### src/rtl/rfa_pkg.sv
package rfa_pkg;

  typedef enum logic [2:0] {
    ST_IDLE,
    ST_HIDDEN,
    ST_HOLD_REQ,
    ST_HOLD_RFSH,
    ST_FOREIGN,
    ST_RELEASE
  } rfa_state_e;

  typedef enum logic [1:0] {
    PATH_NONE,
    PATH_HIDDEN,
    PATH_HOLD,
    PATH_FOREIGN
  } rfa_path_e;

  // next backlog value: saturating add, plain subtract
  function automatic int unsigned backlog_next(int unsigned cur, logic inc,
                                               logic dec, int unsigned maxv);
    int unsigned n;
    n = cur;
    if (inc && !dec) n = (cur == maxv) ? cur : cur + 1;
    else if (dec && !inc) n = (cur == 0) ? 0 : cur - 1;
    return n;
  endfunction

  // choice of service path for the oldest pending request
  function automatic rfa_path_e pick_path(logic pend_nz, logic full, logic hlda,
                                          logic hid_en, logic sleep, logic slot);
    rfa_path_e p;
    if (!pend_nz) p = PATH_NONE;
    else if (hlda) p = PATH_FOREIGN;
    else if (hid_en && !sleep && !full) p = slot ? PATH_HIDDEN : PATH_NONE;
    else p = PATH_HOLD;
    return p;
  endfunction

endpackage

### src/rtl/rfa_backlog.sv
module rfa_backlog #(
  parameter int CNT_W = 3
) (
  input  logic             clk,
  input  logic             rst_n,
  input  logic             inc,
  input  logic             dec,
  output logic [CNT_W-1:0] cnt,
  output logic             full,
  output logic             nz
);
  import rfa_pkg::*;

  localparam int unsigned MAXV = (1 << CNT_W) - 1;

  logic [CNT_W-1:0] cnt_nxt;

  always_comb cnt_nxt = CNT_W'(backlog_next(int'(cnt), inc, dec, MAXV));

  always_ff @(posedge clk) begin
    if (!rst_n) cnt <= '0;
    else        cnt <= cnt_nxt;
  end

  assign full = (cnt == CNT_W'(MAXV));
  assign nz   = (cnt != '0);

  assert_no_wrap_R2: assert property (@(posedge clk) disable iff (!rst_n)
    ($past(full) && !$past(dec)) |-> full);

  assert_dec_needs_req_R3: assert property (@(posedge clk) disable iff (!rst_n)
    dec |-> nz);

endmodule

### src/rtl/rfa_strobe.sv
module rfa_strobe #(
  parameter int LEN = 4
) (
  input  logic clk,
  input  logic rst_n,
  input  logic start,
  output logic active,
  output logic last
);
  localparam int CW = $clog2(LEN + 1);

  logic [CW-1:0] left;

  always_ff @(posedge clk) begin
    if (!rst_n) begin
      active <= 1'b0;
      left   <= '0;
    end else if (start && !active) begin
      active <= 1'b1;
      left   <= CW'(LEN - 1);
    end else if (active) begin
      if (left == '0) active <= 1'b0;
      else            left   <= left - 1'b1;
    end
  end

  assign last = active && (left == '0);

  assert_len_bound_R3: assert property (@(posedge clk) disable iff (!rst_n)
    active |-> (left < CW'(LEN)));

  assert_no_restart_R3: assert property (@(posedge clk) disable iff (!rst_n)
    active |-> !start);

endmodule

### src/rtl/rfa_claim_check.sv
module rfa_claim_check (
  input  logic clk,
  input  logic rst_n,
  input  logic hid_en,
  input  logic lba,
  input  logic ready,
  output logic err
);
  logic bad_claim;

  assign bad_claim = hid_en && lba && !ready;

  always_ff @(posedge clk) begin
    if (!rst_n) err <= 1'b0;
    else        err <= bad_claim;
  end

  assert_err_has_claim_R10: assert property (@(posedge clk) disable iff (!rst_n)
    err |-> ($past(lba) && !$past(ready)));

endmodule

### src/rtl/refresh_arbiter.sv
module refresh_arbiter #(
  parameter int CNT_W      = 3,
  parameter int STROBE_LEN = 4
) (
  input  logic             clk,
  input  logic             rst_n,
  input  logic             tick,
  input  logic             hid_en,
  input  logic             sleep,
  input  logic             hlda,
  input  logic             bus_nondram,
  input  logic             ext_lba,
  input  logic             ext_ready,
  output logic             hold,
  output logic             rfsh,
  output logic [CNT_W-1:0] pending,
  output logic             claim_err
);
  import rfa_pkg::*;

  rfa_state_e state;
  rfa_path_e  path;
  logic       pend_full, pend_nz;
  logic       strobe_start, strobe_last;
  logic       hold_q;

  rfa_backlog #(.CNT_W(CNT_W)) u_backlog (
    .clk(clk), .rst_n(rst_n), .inc(tick), .dec(strobe_last),
    .cnt(pending), .full(pend_full), .nz(pend_nz)
  );

  rfa_strobe #(.LEN(STROBE_LEN)) u_strobe (
    .clk(clk), .rst_n(rst_n), .start(strobe_start),
    .active(rfsh), .last(strobe_last)
  );

  rfa_claim_check u_claim (
    .clk(clk), .rst_n(rst_n), .hid_en(hid_en), .lba(ext_lba),
    .ready(ext_ready), .err(claim_err)
  );

  always_comb path = pick_path(pend_nz, pend_full, hlda, hid_en, sleep, bus_nondram);

  always_comb begin
    strobe_start = 1'b0;
    if (state == ST_IDLE && (path == PATH_HIDDEN || path == PATH_FOREIGN))
      strobe_start = 1'b1;
    if (state == ST_HOLD_REQ && hlda)
      strobe_start = 1'b1;
  end

  always_ff @(posedge clk) begin
    if (!rst_n) begin
      state  <= ST_IDLE;
      hold_q <= 1'b0;
    end else begin
      case (state)
        ST_IDLE: begin
          if (path == PATH_HIDDEN)  state <= ST_HIDDEN;
          if (path == PATH_FOREIGN) state <= ST_FOREIGN;
          if (path == PATH_HOLD) begin
            state  <= ST_HOLD_REQ;
            hold_q <= 1'b1;
          end
        end
        ST_HOLD_REQ:  if (hlda) state <= ST_HOLD_RFSH;
        ST_HOLD_RFSH: if (strobe_last) begin
          hold_q <= 1'b0;
          state  <= ST_RELEASE;
        end
        ST_HIDDEN, ST_FOREIGN: if (strobe_last) state <= ST_IDLE;
        ST_RELEASE: if (!hlda) state <= ST_IDLE;
        default: state <= ST_IDLE;
      endcase
    end
  end

  assign hold = hold_q;

  assert_sleep_uses_hold_R6: assert property (@(posedge clk) disable iff (!rst_n)
    ($rose(rfsh) && $past(sleep)) |-> $past(hlda));

  assert_hold_drop_at_end_R8: assert property (@(posedge clk) disable iff (!rst_n)
    $fell(hold) |-> $past(strobe_last));

  assert_hold_waits_hlda_R8: assert property (@(posedge clk) disable iff (!rst_n)
    ($rose(rfsh) && $past(hold)) |-> $past(hlda));

  assert_dec_only_at_end_R3: assert property (@(posedge clk) disable iff (!rst_n)
    (pending < $past(pending)) |-> $past(strobe_last));

endmodule

### config.mk
export PLATFORM = sky130hd
export DESIGN_NAME = refresh_arbiter
export DESIGN_NICKNAME = d
export VERILOG_FILES = /design/src/rtl/rfa_pkg.sv /design/src/rtl/rfa_backlog.sv /design/src/rtl/rfa_strobe.sv /design/src/rtl/rfa_claim_check.sv /design/src/rtl/refresh_arbiter.sv
export SDC_FILE = /design/constraint.sdc
export NUM_CORES = 1
export LEC_CHECK = 0
export BUFFER_PORTS_ARGS = -buffer_cell sky130_fd_sc_hd__buf_2
export CORE_MARGIN = 2
export CORE_UTILIZATION = 55
export CTS_BUF_LIST = sky130_fd_sc_hd__clkbuf_4
export CTS_CLUSTER_SIZE = 25
export DETAILED_ROUTE_END_ITERATION = 16
export GPL_ROUTABILITY_DRIVEN = 1
export PLACE_DENSITY = 0.87
export SLEW_MARGIN = 10
export SYNTH_ARGS = -nofsm -noshare
export SYNTH_HDL_FRONTEND = slang
export SYNTH_HIERARCHICAL = 1
export SYNTH_SLANG_ARGS = --single-unit
### constraint.sdc
create_clock -name clk -period 2.5 [get_ports clk]
set_clock_uncertainty 0.2 [all_clocks]
set_input_delay 0.125 -clock clk [delete_from_list [all_inputs] [get_ports clk]]
set_output_delay 0.125 -clock clk [all_outputs]
set_load 0.02 [all_outputs]
==> reports/metrics.csv <==
metric;value;unit
outcome;finished, final reports clean;
reg2reg setup slack;0.52;ns
Ys Warns;6;
wire per inst;13.4;um
dpl hpwl;1.21;mm
reg2reg path depth;8;
top_reg_cell synth;dfxtp_1;
IO Count;15;
HP Class;primary input to flip-flop;
min-delay src;sleep;
Final min period;1.98;ns
RSZ-0062 raised after global routing;false;
Post-Route WL;1.64;mm
critical path type;flip-flop to flip-flop;
Initial Utilization;59.1;%
fmax;504;MHz
Worst Path Arrival;1.95;ns
synth cell count leaders;dfxtp_1, inv_1, nor2_1;
Req. time, crit path;2.47;ns
vias per cell;5.92;
number of synthesized register bits;12;
Placeable Area;0.00130;mm^2
number of remaining DRC errors;0;
Clock transition at path regs;0.08;ns
CTS sink count;12;
post-route design area;913;um^2
Port Buffers;14;
Slew Viols, Final;0;
CTS H-tree lvls;1;
Die Y;41.4;um
Yosys top cell by area;dfxtp_1;
post-synth top area share;31.2;%
vias in the first global route;613;
reg2reg end;u_strobe/left[1];
maxcap violations;0;
antenna violations before repair;0;
nature of the critical path startpoint;flip-flop;
hold depth;4;
# setup viols final;0;
sequential fraction of the synthesis area;31.2;%
Hold EP;state[1];
Final #Nets;123;
CTS Buf Count;3;
crit share post-route;79.4;%
count leader, synth;dfxtp_1;
Leak;0.405;nW
CTS Root Cell;clkbuf_4;
post-synthesis net count;101;
setup TNS;0;ns
synthesized area;769;um^2
Cell Area, Placed;847;um^2
clock tree from TritonCTS;built;
Die Width;41.4;um
CP Max Fanout;6;
Worst Setup Slack, final;0.515;ns
first-pass GRT wire length;2.61;mm
gr usage total;18.8;%
layout cell share with drive strength beyond 1;21.5;%
Final Hold Violating Endpoints;0;
Post-synth EDFFs;0;
synthesis-to-finish area growth;18.7;%
Post-CTS Setup Inserts;0;
Post-synth ARST share;0;%
Slew headroom;79.8;%
via count;722;
clk buf depth;2;
antenna viol nets, final;0;
total power;765;uW
pin count of the biggest net entering global routing;12;
clk_lat worst skew;0.27;ns
die area;0.00171;mm^2
routability cong.;0.794;
Worst-Margin Slew;0.303;ns
number of distinct library cells after synthesis;41;
Peak supply drop;0.437;mV
gr ovfl total;0;
DR pass1 iterations;4;
# rows;13;
syn_area_per_cell;8.95;um^2
Mapped Cells;86;
Placement Setup Slack;0.543;ns
endpoint class of the critical path;flip-flop;
antenna cells;0;
Non-Filler Instances;122;
pwr/cell area;838;mW/mm^2
placed cell count;114;
Iteration-0 DRC Markers;39;
Area contributors post-synth;dfxtp_1, ha_1, inv_1;
FF-to-FF Start;u_backlog/cnt[1];
[worst max-delay path, stage by stage (launching register included)]
cell,delay (ns)
dfxtp_1,0.43
ha_1,0.22
and2_1,0.14
nand4bb_1,0.14
nor2_1,0.06
o221a_2,0.23
nor2_1,0.19
nor2_2,0.06
o211a_1,0.21
[cell families (layout without fill, tap and decap cells)]
| family | Yosys count | count (layout) | synth area share, % |
|---|---|---|---|
| compound gates | 23 | 23 | 22.4 |
| fa+ha+maj | 6 | 6 | 9.76 |
| mux | 2 | 2 | 2.60 |
| buf+inv | 9 | 30 | 5.37 |
| flops | 12 | 12 | 31.2 |
| simple gates | 34 | 34 | 28.6 |
[metal layers]
metal | routed length (um) | vias to the layer above | track usage [%] | share of wire, %
li1 | - | 362 | - | -
met1 | 714 | 328 | 23.2 | 44
met2 | 813 | 30 | 33.1 | 50
met3 | 105 | 2 | 3.04 | 6.4
met4 | 6 | 0 | 5.81 | 0.37
met5 | 0 | - | 0 | 0
[state kept, by name, indices dropped and copies added (netlist names)]
signal,flops
u_strobe/left,3
hold,1
u_backlog/cnt,3
u_strobe/active,1
state,3
u_claim/err,1
[metrics by stage]
step,hold WS [ns],utilization (%)
CTS,0.0177,70.2
detailed placement,0.218,65.1
floorplan,0.0425,-
finish,0.0235,70.2
global route,0.0366,70.2
global placement,0.209,65.1
[placed cells by master, fill, tap and decap left out, types with 2 or more instances in the layout]
master	Yosys	final
dlygate4sd3_1	0	4
buf_2	0	14
and2_1	2	2
a211o_1	2	2
a32oi_1	2	2
nand4bb_1	2	2
nor2_1	7	7
a21oi_1	2	2
nand2_1	3	3
inv_1	8	8
nor3b_1	2	2
nand2b_1	4	4
o21ai_0	2	2
mux2i_1	2	2
dfxtp_1	12	12
ha_1	6	6
clkbuf_4	0	3
nand3_1	2	2
a31oi_1	3	3
[final cells by class]
class,count,area [um^2]
clock buffers,3,22.5
clock inverters,1,3.75
fillers,123,388
inverters,8,30.0
multi-input cells,65,488
flip-flops and latches,12,240
well taps,15,18.8
repair buffers,18,110
[worst max-delay path by stage]
stage / from / slack (ns) / end
final: u_backlog/cnt[1] / 0.52 / u_strobe/left[1]
after global routing: u_backlog/cnt[1] / 0.37 / u_strobe/left[2]
after CTS: u_backlog/cnt[1] / 0.52 / u_strobe/left[1]
after detailed placement: u_backlog/cnt[1] / 0.54 / u_strobe/left[1]
after global placement: u_backlog/cnt[0] / 0.63 / state[0]
after floorplan: u_backlog/cnt[1] / 0.55 / u_strobe/left[1]
[where the power goes]
part	leakage (nW)	internal, mW	switching, mW
clock network	0.0154	0.0577	0.0668
registers	0.0983	0.236	0.0522
logic	0.292	0.160	0.192
[repair_timing]
item,CTS,global route
endpoints found under the hold margin,8,0
hold buffers,4,0
endpoints found under the setup margin,0,0
gates resized for setup,0,0
(Power assumes the default switching activity.)
